<file path="src/rtl/uart_rx_stat_pkg.sv">
package uart_rx_stat_pkg;

    localparam int ENTRY_W = 11;

    typedef struct packed {
        logic       brk;
        logic       ferr;
        logic       perr;
        logic [7:0] data;
    } rx_entry_t;

    localparam int LS_READY   = 0;
    localparam int LS_OVERRUN = 1;
    localparam int LS_PARITY  = 2;
    localparam int LS_FRAMING = 3;
    localparam int LS_BREAK   = 4;
    localparam int LS_W       = 8;

    function automatic logic [LS_W-1:0] pack_status(
        input logic ready, input logic ovr, input logic par,
        input logic frm,   input logic brk);
        logic [LS_W-1:0] v;
        v = '0;
        v[LS_READY]   = ready;
        v[LS_OVERRUN] = ovr;
        v[LS_PARITY]  = par;
        v[LS_FRAMING] = frm;
        v[LS_BREAK]   = brk;
        return v;
    endfunction

endpackage

</file>
<file path="src/rtl/rxs_fifo.sv">
module rxs_fifo
    import uart_rx_stat_pkg::*;
#(
    parameter int DEPTH = 16
) (
    input  logic      clk,
    input  logic      rst,
    input  logic      wr_en,
    input  rx_entry_t wr_data,
    input  logic      rd_en,
    output rx_entry_t head_o,
    output logic      empty_o,
    output logic      full_o,
    output logic      drop_o
);
    localparam int AW = (DEPTH > 1) ? $clog2(DEPTH) : 1;
    localparam int CW = $clog2(DEPTH + 1);
    localparam logic [AW-1:0] LAST_IDX = AW'(DEPTH - 1);
    localparam logic [CW-1:0] FULL_CNT = CW'(DEPTH);

    rx_entry_t       mem [DEPTH];
    rx_entry_t       last_q;
    logic [AW-1:0]   rd_ptr, wr_ptr;
    logic [CW-1:0]   count;
    logic            push, pop;

    function automatic logic [AW-1:0] bump(input logic [AW-1:0] p);
        return (p == LAST_IDX) ? '0 : p + 1'b1;
    endfunction

    assign empty_o = (count == '0);
    assign full_o  = (count == FULL_CNT);
    assign push    = wr_en & ~full_o;
    assign pop     = rd_en & ~empty_o;
    assign drop_o  = wr_en & full_o;
    assign head_o  = empty_o ? last_q : mem[rd_ptr];

    always_ff @(posedge clk) begin
        if (push) mem[wr_ptr] <= wr_data;
    end

    always_ff @(posedge clk) begin
        if (rst) begin
            rd_ptr <= '0;
            wr_ptr <= '0;
            count  <= '0;
            last_q <= '0;
        end else begin
            if (push) wr_ptr <= bump(wr_ptr);
            if (pop) begin
                rd_ptr <= bump(rd_ptr);
                last_q <= mem[rd_ptr];
            end
            case ({push, pop})
                2'b10:   count <= count + 1'b1;
                2'b01:   count <= count - 1'b1;
                default: count <= count;
            endcase
        end
    end

    assert_full_write_dropped_R4: assert property (@(posedge clk) disable iff (rst)
        (wr_en && full_o && !rd_en) |=> $stable(count));

    assert_empty_read_ignored_R3: assert property (@(posedge clk) disable iff (rst)
        (rd_en && empty_o && !wr_en) |=> (empty_o && $stable(rd_ptr)));

endmodule

</file>
<file path="src/rtl/rxs_break_det.sv">
module rxs_break_det (
    input  logic clk,
    input  logic rst,
    input  logic head_brk,
    input  logic fifo_empty,
    input  logic rbr_rd,
    input  logic lsr_rd,
    output logic brk_flag
);
    logic lvl, lvl_q, rise;

    assign lvl  = head_brk & ~rbr_rd & ~fifo_empty;
    assign rise = lvl & ~lvl_q;

    always_ff @(posedge clk) begin
        if (rst) begin
            lvl_q    <= 1'b0;
            brk_flag <= 1'b0;
        end else begin
            lvl_q <= lvl;
            if (rise)        brk_flag <= 1'b1;
            else if (lsr_rd) brk_flag <= 1'b0;
        end
    end

    assert_break_set_on_edge_R6: assert property (@(posedge clk) disable iff (rst)
        rise |=> brk_flag);

    assert_break_cleared_by_read_R7: assert property (@(posedge clk) disable iff (rst)
        (lsr_rd && !rise) |=> !brk_flag);

    assert_no_stale_break_R8: assert property (@(posedge clk) disable iff (rst)
        fifo_empty |=> !$rose(brk_flag));

endmodule

</file>
<file path="src/rtl/rxs_status.sv">
module rxs_status
    import uart_rx_stat_pkg::*;
(
    input  logic            clk,
    input  logic            rst,
    input  rx_entry_t       head,
    input  logic            fifo_empty,
    input  logic            drop,
    input  logic            lsr_rd,
    input  logic            brk_flag,
    input  logic            irq_en,
    output logic [LS_W-1:0] lsr_o,
    output logic            irq_o
);
    logic ovr_q;
    logic par, frm;

    always_ff @(posedge clk) begin
        if (rst)         ovr_q <= 1'b0;
        else if (drop)   ovr_q <= 1'b1;
        else if (lsr_rd) ovr_q <= 1'b0;
    end

    assign par   = ~fifo_empty & head.perr;
    assign frm   = ~fifo_empty & head.ferr;
    assign lsr_o = pack_status(~fifo_empty, ovr_q, par, frm, brk_flag);
    assign irq_o = irq_en & (ovr_q | par | frm | brk_flag);

    assert_overrun_sticky_R4: assert property (@(posedge clk) disable iff (rst)
        drop |=> lsr_o[LS_OVERRUN]);

    assert_irq_masked_R9: assert property (@(posedge clk) disable iff (rst)
        !irq_en |-> !irq_o);

endmodule

</file>
<file path="src/rtl/uart_rx_break_status.sv">
module uart_rx_break_status
    import uart_rx_stat_pkg::*;
#(
    parameter int DEPTH = 16
) (
    input  logic        clk,
    input  logic        rst,
    input  logic        rx_wr_en,
    input  logic [10:0] rx_wr_data,
    input  logic        rbr_rd,
    input  logic        lsr_rd,
    input  logic        rls_irq_en,
    output logic [7:0]  rbr_data,
    output logic [7:0]  lsr,
    output logic        rls_irq
);
    rx_entry_t head;
    logic      empty, full, drop, brk_flag;

    rxs_fifo #(.DEPTH(DEPTH)) u_fifo (
        .clk(clk), .rst(rst),
        .wr_en(rx_wr_en), .wr_data(rx_entry_t'(rx_wr_data)),
        .rd_en(rbr_rd),
        .head_o(head), .empty_o(empty), .full_o(full), .drop_o(drop)
    );

    rxs_break_det u_brk (
        .clk(clk), .rst(rst),
        .head_brk(head.brk), .fifo_empty(empty),
        .rbr_rd(rbr_rd), .lsr_rd(lsr_rd),
        .brk_flag(brk_flag)
    );

    rxs_status u_stat (
        .clk(clk), .rst(rst),
        .head(head), .fifo_empty(empty), .drop(drop),
        .lsr_rd(lsr_rd), .brk_flag(brk_flag), .irq_en(rls_irq_en),
        .lsr_o(lsr), .irq_o(rls_irq)
    );

    assign rbr_data = head.data;

    logic unused_full;
    assign unused_full = full;

endmodule

</file>
<file path="config.mk">
export PLATFORM = sky130hd
export DESIGN_NAME = uart_rx_break_status
export DESIGN_NICKNAME = d
export VERILOG_FILES = /design/src/rtl/uart_rx_stat_pkg.sv /design/src/rtl/rxs_fifo.sv /design/src/rtl/rxs_break_det.sv /design/src/rtl/rxs_status.sv /design/src/rtl/uart_rx_break_status.sv
export SDC_FILE = /design/constraint.sdc
export NUM_CORES = 1
export LEC_CHECK = 0
export BUFFER_PORTS_ARGS = -buffer_cell sky130_fd_sc_hd__buf_2
export CAP_MARGIN = 20
export CORE_MARGIN = 2
export CORE_UTILIZATION = 40
export CTS_CLUSTER_DIAMETER = 60
export DETAILED_ROUTE_END_ITERATION = 10
export GPL_TIMING_DRIVEN = 0
export MAX_ROUTING_LAYER = met4
export PLACE_DENSITY = 0.54
export SLEW_MARGIN = 10
export SYNTH_ARGS = -nofsm -noshare
export SYNTH_HDL_FRONTEND = slang
export SYNTH_SLANG_ARGS = --single-unit
export TNS_END_PERCENT = 30
</file>
<file path="constraint.sdc">
create_clock -name clk -period 5.2 [get_ports clk]
set_clock_uncertainty 0.05 [all_clocks]
set_input_delay 1.04 -clock clk [delete_from_list [all_inputs] [get_ports clk]]
set_output_delay 1.04 -clock clk [all_outputs]
set_load 0.02 [all_outputs]
</file>
## After elaboration in Yosys (flattened, before gate mapping)

Memory sizes are Yosys's and may differ from the RTL's. A register that Yosys moved wholly into a read port is not among the register bits.
Cells that the tools add are included.

| word-level totals | value |
|---|---|
| flip-flop bits (word level) | 27 |
| bits in latches | 0 |
| memory bits (writable) | 176 |
| ROM bits | 0 |
| bits of input ports | 17 |
| output and inout bits | 17 |
| word-level logic and storage cells | 51 |
| memories kept | 1 |

Memories:

| name | words | width | read ports | clocked after memory_dff | wr ports | RTL line | RTL |
|---|---|---|---|---|---|---|---|
| u_fifo.mem | 16 | 11 | 1 | 1 | 1 | rxs_fifo.sv:21 | `rx_entry_t mem [DEPTH];` |

| cells by class | value |
|---|---|
| $add $sub $neg | 4 |
| multiply operators | 0 |
| divide/modulo/power cells | 0 |
| magnitude comparators | 0 |
| equality and inequality tests | 5 |
| shift operators | 0 |
| muxes and demuxes | 11 |
| bitwise operators | 16 |
| reduce and logical (&&, ||, !) cells | 4 |

Operators by type and width:

| operator | number |
|---|---|
| 4-bit two-way mux | 4 |
| 11-bit two-way mux | 1 |
| 5-bit case mux with 2 select lines | 1 |
| 1-bit AND | 9 |
| 4-bit by 1-bit adder with 4-bit output, second input constant | 2 |
| 4-bit equality test, second input constant | 2 |
| 2-bit nonzero test | 3 |
| 5-bit by 1-bit adder with 5-bit output, second input constant | 1 |
| 5-bit equality test, second input constant | 1 |
| 5-bit zero test | 1 |
| 1-bit two-way mux | 5 |
| 5-bit by 1-bit subtractor with 5-bit output, second input constant | 1 |
| 1-bit NOT | 4 |
| 1-bit OR | 3 |
| 2-bit by 1-bit equality test with 1-bit output, second input constant | 1 |
| 2-bit equality test, second input constant | 1 |

## Depth between registers and ports, before layout

Gate-level depths: netlist of run 1.

| logic depth | value |
|---|---|
| depth in word-level cells | 7 |
| mapped depth | 13 |

## Modules after synthesis

A second synthesis of run 1 with hierarchy kept.

| unflattened totals | value |
|---|---|
| cell total of the unflattened synthesis | 486 |
| area total of the unflattened synthesis | 8345.5 um^2 |

By module, submodules not included:

| module | instances | cells an instance | area an instance (um^2) | seq. area each (um^2) |
|---|---|---|---|---|
| rxs_fifo | 1 | 462 | 8132.8 | 5845.6 |
| rxs_status | 1 | 18 | 131.4 | 20.0 |
| rxs_break_det | 1 | 6 | 81.3 | 40.0 |

## Least setup slack after synthesis of run 1

OpenSTA, ideal clock, no wires.

| timing path | value |
|---|---|
| kind | input to register |
| start point | input rx_wr_en |
| end point | register u_fifo.count[4] |
| setup time | 70 ps |
| arrival | 3138 ps |
| data required time | 5080 ps |
| slack | 1941 ps |
| stages | 10 |
| cell sequence | a21boi_1 > inv_1 > ha_1 > clkbuf_1 > xor2_1 > ha_1 > o21ai_0 > a21o_1 > or4_1 > a21oi_1 |

| on the way | value |
|---|---|
| longest elaborated chain between the ends | 3 |
| elaborated cells between the ends (all ways) | 5 |
| those cells by class | eq/ne (2); mux (1); bitwise (1); reduce/logical (1) |

Ends and longest elaborated chain:

| item | RTL line | RTL |
|---|---|---|
| from (decl) | uart_rx_break_status.sv:8 | `input logic rx_wr_en,` |
| 1-bit AND (*) | rxs_fifo.sv:33 | `assign push = wr_en & ~full_o;` |
| 2-bit by 1-bit equality test with 1-bit output or 2-bit equality test (tied branches) | rxs_fifo.sv:54 | `case ({push, pop})` |
| 5-bit case mux with 2 select lines or 2-bit nonzero test (tied branches) | n/a |  |
| to (signal assigned) | rxs_fifo.sv:55 | `2'b10: count <= count + 1'b1;` |
| to (signal assigned) | rxs_fifo.sv:56 | `2'b01: count <= count - 1'b1;` |
| to (signal assigned) | rxs_fifo.sv:57 | `default: count <= count;` |
| to (decl) | rxs_fifo.sv:24 | `logic [CW-1:0] count;` |

Mark *: on every way between the ends. The rest lies on a longest branch, timed or not.
A chain may end at the register's enable or synchronous reset.

==> results.sh, run 1 <==
export IMPL_finalCritPeriodShare_pct=82.2
export IMPL_ant_nets=0
export IMPL_ys_types=43
export IMPL_dieArea_um2=21500
export IMPL_initial_core_util_pct=40.5
export IMPL_critPathTopFamily="multiplexers"
export IMPL_worstReg2RegStart="u_fifo.count[1]$_SDFFE_PP0P_"
export IMPL_avgSynthCellArea_um2=18.4
export IMPL_cp_end_kind="primary output"
export IMPL_first_iter_violations=384
export IMPL_seq_area_frac_synth_pct=71.7
export IMPL_tightest_slew_ps=941
export IMPL_cts_sinks=204
export IMPL_cts_tree="built"
export IMPL_hold_viol=0
export IMPL_antenna_found_initial=0
export IMPL_rows=52
export IMPL_final_common_cell="edfxtp_1"
export IMPL_slew_headroom_pct=37.2
export IMPL_clock_latency_ps=500
export IMPL_cts_hold_buffers_added=0
export IMPL_min_from="u_fifo.last_q[3]$_SDFFE_PP0N_"
export IMPL_tns_ps=0
export IMPL_rsz0062_at_grt="no"
export IMPL_cp_cell_sequence="buf_2 -> clkbuf_1 -> mux4_2 -> mux4_2 -> mux2_2 -> buf_2"
export IMPL_yosys_warnings=0
export IMPL_fmaxAchievable_ghz=0.234
export IMPL_arrival_ps=3190
export IMPL_r2r_end="u_fifo.count[4]$_SDFFE_PP0P_"
export IMPL_num_nets_final=538
export IMPL_slowest_delay_ps=650
export IMPL_avgViaCountPerCell=5.33
export IMPL_portBuffers=29
export IMPL_worstPathMaxFanout=10
export IMPL_gr_total_overflow=0
export IMPL_core_um2=20100
export IMPL_regToRegSetupSlack_ps=1470
export IMPL_leakagePower_nw=3.21
export IMPL_cts_path_max_buffers=3
export IMPL_fp_dieW_um=147
export IMPL_drtPass1Iterations=4
export IMPL_hold_slack_ps=407
export IMPL_dpl_cell_area_um2=8870
export IMPL_wl_per_cell_um=23.1
export IMPL_post_cts_buffers=0
export IMPL_drv_slew=0
export IMPL_min_path_type="register to register"
export IMPL_wirelength_mm=18.5
export IMPL_final_cell_area_um2=9700
export IMPL_status="finished, final reports clean"
export IMPL_min_to="u_fifo.last_q[3]$_SDFFE_PP0N_"
export IMPL_drive_gt1_share_pct=33.5
export IMPL_dp_hpwl_mm=12.1
export IMPL_synth_async_sr_flop_share_pct=0
export IMPL_ir_worst_vdd_uv=212
export IMPL_hold_depth=2
export IMPL_worstRegToRegCells=13
export IMPL_gp_congestion=0.836
export IMPL_cp_start_kind="register"
export IMPL_cp_required_ps=4110
export IMPL_finalSetupViolations=0
export IMPL_p_total_w=0.00489
export IMPL_area_growth_synth_to_final_pct=19.1
export IMPL_fin_crit_ps=4280
export IMPL_cts_buffers=22
export IMPL_synth_edf_count=176
export IMPL_gr_usage_all_layers_pct=18.2
export IMPL_n_antenna_cell=0
export IMPL_synthFlopType="edfxtp_1"
export IMPL_post_route_drc_count=0
export IMPL_worstSetupPathType="register to primary output"
export IMPL_synthCells=444
export IMPL_drv_cap=0
export IMPL_netlist_area_um2=8150
export IMPL_cts_clk_slew_worst_paths_ps=60
export IMPL_htreeDepth=1
export IMPL_boundaryPins=34
export IMPL_grt_first_pass_wirelength_mm=27.7
export IMPL_fp_dieH_um=147
export IMPL_grt_max_degree=17
export IMPL_power_density_nw_per_um2=504
export IMPL_most_common_layout_cells="edfxtp_1 (176), mux4_2 (53), buf_2 (34)"
export IMPL_dr_total_vias=4262
export IMPL_ctsRootBufferMaster="clkbuf_16"
export IMPL_grt_pass1_vias=4403
export IMPL_synth_seq_cells=204
export IMPL_slowest_stage="clkbuf_1"
export IMPL_postCtsResizedCells=0
export IMPL_cp_num_buf_inv=3
[logic make-up after synthesis]
kind of cell	share of synthesized area, %
flip-flops	71.7
XOR/XNOR	0.645
multiplexers	15.9
adder cells (fa/ha/maj)	1.23
AO/OA/AOI/OAI	3.13
other	0.0460
buffers and inverters	2.61
AND/OR/NAND/NOR	4.74
[Yosys cell counts, types with 2 or more instances]
cell type	number	area share, %
xor2_1	4	0.43
nor2b_1	3	0.23
buf_2	5	0.31
edfxtp_1	176	65
dfxtp_1	28	6.9
mux4_2	53	15
clkbuf_1	11	0.51
buf_4	7	0.64
and3b_1	2	0.21
nor3_1	6	0.37
a22oi_1	2	0.18
o21ai_0	3	0.18
a21boi_1	2	0.18
or4_1	3	0.28
nand2b_1	2	0.15
a21oi_1	17	1.0
a31oi_1	4	0.31
buf_6	5	0.69
o31ai_1	3	0.28
inv_2	2	0.092
inv_1	6	0.28
nand3_1	5	0.31
xnor2_1	2	0.21
ha_1	8	1.2
mux2_2	8	1.1
nor2_1	29	1.3
o21a_1	3	0.28
buf_1	2	0.092
nand2_1	29	1.3
[power by group]
group | internal, W | leakage [nW] | total, W | switching [W]
Combinational | 0.000543 | 0.989 | 0.00124 | 0.000699
Sequential | 0.00185 | 1.82 | 0.00188 | 0.0000335
Clock | 0.00115 | 0.407 | 0.00177 | 0.000616
[worst max path at each step]
stage,from,endpoint,cells past startpoint
2_1_floorplan,rx_wr_en,u_fifo.count[4]$_SDFFE_PP0P_,10
3_3_place_gp,rx_wr_en,u_fifo.mem[3][3]$_DFFE_PP_,4
3_5_place_dp,rbr_rd,u_fifo.count[4]$_SDFFE_PP0P_,12
4_1_cts,register,rbr_data[7],6
5_1_grt,register,rbr_data[7],6
6_report,register,rbr_data[7],6
[metal layers]
metal / wire length, um / vias to the layer above / global-route usage, %
met4: 528 / 0 / 5.78
met5: 0 / - / -
li1: - / 1903 / -
met3: 676 / 44 / 2.36
met1: 8050 / 2208 / 24.0
met2: 9190 / 107 / 29.7
[metrics by stage]
step	worst slack (ps)	cells	utilization [%]
floorplan	1940	446	-
global placement	605	745	43.0
detailed placement	1210	759	44.1
CTS	879	799	48.3
global route	808	799	48.3
finish	924	799	48.3
[final cells by class]
| type | instances | area [um^2] |
|---|---|---|
| clock inverters | 14 | 246 |
| fillers | 1682 | 10400 |
| multi-input cells | 204 | 2150 |
| clock buffers | 26 | 587 |
| well taps | 270 | 338 |
| flip-flops and latches | 204 | 5850 |
| inverters | 8 | 30.0 |
| plain buffers | 30 | 183 |
| repair buffers | 43 | 325 |
[state kept, by name, indices dropped and copies added (netlist names), named ones only]
signal	count
u_fifo.rd_ptr	4
u_fifo.wr_ptr	4
u_stat.ovr_q	1
u_brk.brk_flag	1
u_fifo.last_q	8
u_fifo.count	5
u_brk.lvl_q	1
u_fifo.mem	176
[worst min-delay path, stage by stage (launching register included)]
cell	delay [ps]
dfxtp_1	310
nand2_1	50
a21oi_1	50
Note: power is estimated with default switching activity, not from simulation.
==> inputs of run 2 (changes only) <==
--- a/config.mk
+++ b/config.mk
@@ -5,6 +5,7 @@
 export SDC_FILE = /design/constraint.sdc
 export NUM_CORES = 1
 export LEC_CHECK = 0
+export ABC_AREA = 1
 export BUFFER_PORTS_ARGS = -buffer_cell sky130_fd_sc_hd__buf_2
 export CAP_MARGIN = 20
 export CORE_MARGIN = 2
@@ -13,7 +14,7 @@
 export DETAILED_ROUTE_END_ITERATION = 10
 export GPL_TIMING_DRIVEN = 0
 export MAX_ROUTING_LAYER = met4
-export PLACE_DENSITY = 0.54
+export PLACE_DENSITY = 0.56
 export SLEW_MARGIN = 10
 export SYNTH_ARGS = -nofsm -noshare
 export SYNTH_HDL_FRONTEND = slang
==> constraint.sdc (replaced) <==
create_clock -name clk -period 3.5 [get_ports clk]
set_clock_uncertainty 0.05 [all_clocks]
set_input_delay 0.7 -clock clk [delete_from_list [all_inputs] [get_ports clk]]
set_output_delay 0.7 -clock clk [all_outputs]
set_load 0.02 [all_outputs]
==> run 2 against run 1 <==
Net effect:
- non-clock buffer count grew 17
- final area grew 2.0%
- combinational power grew 94%
- sequential share of layout area shrank 1.2 points
- wire length grew 25%
- die area grew 3.0%
- area after synthesis grew 3.1%
- cell count grew 32%
- setup slack lost 750 ps
- synthesized cell count grew 57%
- sequential power grew 53%
- hold slack lost 24 ps
==> results.sh, run 2 <==
export IMPL_ant_nets=0
export IMPL_num_nets_final=792
export IMPL_avgViaCountPerCell=5.50
export IMPL_cts_clk_slew_worst_paths_ps=60
export IMPL_dp_hpwl_mm=15.4
export IMPL_portBuffers=29
export IMPL_n_antenna_cell=0
export IMPL_regArea_um2=5850
export IMPL_tns_ps=0
export IMPL_seq_area_frac_synth_pct=69.6
export IMPL_cp_end_kind="primary output"
export IMPL_leakagePower_nw=3.50
export IMPL_tightest_slew_ps=881
export IMPL_synth_async_sr_flop_share_pct=0
export IMPL_status="finished, final reports clean"
export IMPL_avgSynthCellArea_um2=12.0
export IMPL_cp_required_ps=2750
export IMPL_grt_pass1_vias=5607
export IMPL_cts_tree="built"
export IMPL_dr_total_vias=5817
export IMPL_power_density_nw_per_um2=787
export IMPL_dieArea_um2=22200
export IMPL_post_route_drc_count=0
export IMPL_grt_first_pass_wirelength_mm=34.3
export IMPL_ys_types=37
export IMPL_finalCritPeriodShare_pct=95.1
export IMPL_grt_max_degree=17
export IMPL_fmaxAchievable_ghz=0.300
export IMPL_fp_dieH_um=149
export IMPL_postCtsResizedCells=0
export IMPL_wirelength_mm=23.0
export IMPL_worstReg2RegStart="u_fifo.count[0]$_SDFFE_PP0P_"
export IMPL_htreeDepth=1
export IMPL_fin_crit_ps=3330
export IMPL_cts_buffers=22
export IMPL_finalNonFillerCells=1058
export IMPL_synth_seq_cells=204
export IMPL_yosys_top_cells_count="edfxtp_1 (176), nor2_1 (124), o21ai_0 (93), nand2_1 (41), inv_1 (39)"
export IMPL_ir_worst_vdd_uv=317
export IMPL_multi_input_area_um2=2150
export IMPL_rows=53
export IMPL_min_path_type="register to register"
export IMPL_synth_area_top_cells="edfxtp_1 (63%), dfxtp_1 (6.7%), o21ai_0 (5.5%)"
export IMPL_cp_start_kind="register"
export IMPL_hold_viol=0
export IMPL_synth_edf_count=176
export IMPL_drv_slew=0
export IMPL_netlist_area_um2=8400
export IMPL_top_regs="u_fifo.mem: 176 flops, u_fifo.last_q: 8 flops, u_fifo.count: 5 flops"
export IMPL_largest_reg_flops=176
export IMPL_core_um2=20800
export IMPL_worstPathMaxFanout=10
export IMPL_synthCells=698
export IMPL_clock_latency_ps=500
export IMPL_gp_congestion=0.822
export IMPL_rsz0062_at_grt="yes"
export IMPL_arrival_ps=2580
export IMPL_pre_cts_ws_ps=629
export IMPL_first_iter_violations=568
export IMPL_gr_usage_all_layers_pct=21.5
export IMPL_slew_headroom_pct=41.2
export IMPL_fp_dieW_um=149
export IMPL_min_from="u_brk.lvl_q$_SDFF_PP0_"
export IMPL_drv_cap=0
export IMPL_placed_cells=1018
export IMPL_yosys_warnings=0
export IMPL_drtPass1Iterations=5
export IMPL_initial_core_util_pct=40.3
export IMPL_worstSetupPathType="register to primary output"
export IMPL_synthFlopType="edfxtp_1"
export IMPL_most_common_layout_cells="edfxtp_1 (176), nor2_1 (113), o21ai_0 (93)"
export IMPL_cts_hold_buffers_added=0
export IMPL_finalSetupViolations=0
export IMPL_nFillCells=1861
export IMPL_synth_top_area_share_pct=62.9
export IMPL_area_growth_synth_to_final_pct=17.8
export IMPL_p_total_w=0.00779
export IMPL_antenna_found_initial=0
export IMPL_final_common_cell="edfxtp_1"
export IMPL_cts_path_max_buffers=3
export IMPL_boundaryPins=34
export IMPL_wl_per_cell_um=21.8
export IMPL_finalCoreUtilization_pct=47.5
export IMPL_worst_slack_ps=171
export IMPL_post_cts_buffers=0
export IMPL_drive_gt1_share_pct=17.9
export IMPL_largest_register="u_fifo.mem"
export IMPL_gr_total_overflow=0
export IMPL_cts_sinks=204
export IMPL_synth_most_common_cell="edfxtp_1"
export IMPL_synth_top_cell_by_area="edfxtp_1"
export IMPL_ctsRootBufferMaster="clkbuf_16"
==> run 2: cell types whose count changed after synthesis, moves of 11 or more <==
cell,before,now
nand3_1,5,20
inv_1,6,39
nor2_1,29,124
o21ai_1,1,19
mux4_2,53,0
o211ai_1,1,22
o22ai_1,0,12
o21ai_0,3,93
nand2_1,29,41
o221ai_1,0,23
buf_2,5,16
==> run 2: cell families (layout without fill, tap and decap cells) <==
| logic type | after synthesis | in the layout | synth area share (%) |
|---|---|---|---|
| flip-flops | 204 | 204 | 69.6 |
| AND/OR/NAND/NOR | 202 | 202 | 10.2 |
| AO/OA/AOI/OAI | 185 | 185 | 12.9 |
| buffers and inverters | 91 | 174 | 5.33 |
| adder cells (fa/ha/maj) | 8 | 8 | 1.19 |
| XOR/XNOR | 7 | 7 | 0.730 |
| other | 1 | 3 | 0.0446 |
==> run 2: final timing paths <==
check | endpoint | cells after the start | slack (ps)
worst max-delay path | rbr_data[3] | 8 | 170
worst min-delay path | u_brk.brk_flag$_SDFFE_PP0P_ | 1 | 380
worst max register to register | u_fifo.count[4]$_SDFFE_PP0P_ | 15 | 1250
worst min register to register | u_brk.brk_flag$_SDFFE_PP0P_ | 1 | 380
==> run 2: layout make-up <==
| class | count | share of cell area [%] |
|---|---|---|
| Timing Repair Buffer | 43 | 3.14 |
| Buffer | 47 | 2.81 |
| Sequential cell | 204 | 59.1 |
| Clock buffer | 25 | 5.89 |
| Inverter | 44 | 1.75 |
| Tap cell | 275 | 3.48 |
| Clock inverter | 15 | 2.15 |
| Multi-Input combinational cell | 405 | 21.7 |
==> run 2: power breakdown <==
part / internal (W) / switching [W]
Clock: 0.00157 / 0.000942
Sequential: 0.00278 / 0.0000829
Combinational: 0.000743 / 0.00166
Total: 0.00510 / 0.00269
==> run 2: critical path, cell delays in order, from the launching register on <==
cell	delay, ps
dfxtp_1	450
clkbuf_1	450
o21ai_0	180
o22ai_1	360
o211ai_1	150
nand2_1	160
nand2_1	60
o21ai_1	80
buf_2	180
==> run 2: routing by layer <==
metal | global-route usage, % | routed length [um] | vias up
li1 | - | - | 2648
met1 | 28.4 | 9880 | 2890
met2 | 33.9 | 10800 | 236
met3 | 3.76 | 1670 | 43
met4 | 7.19 | 672 | 0
met5 | - | 0 | -
==> run 2: per-stage QoR <==
step,area (um^2),hold WS [ps]
final,9890,383
after global routing,9890,403
after CTS,9890,389
after detailed placement,9100,377
after global placement,8900,351
after floorplan,8410,339
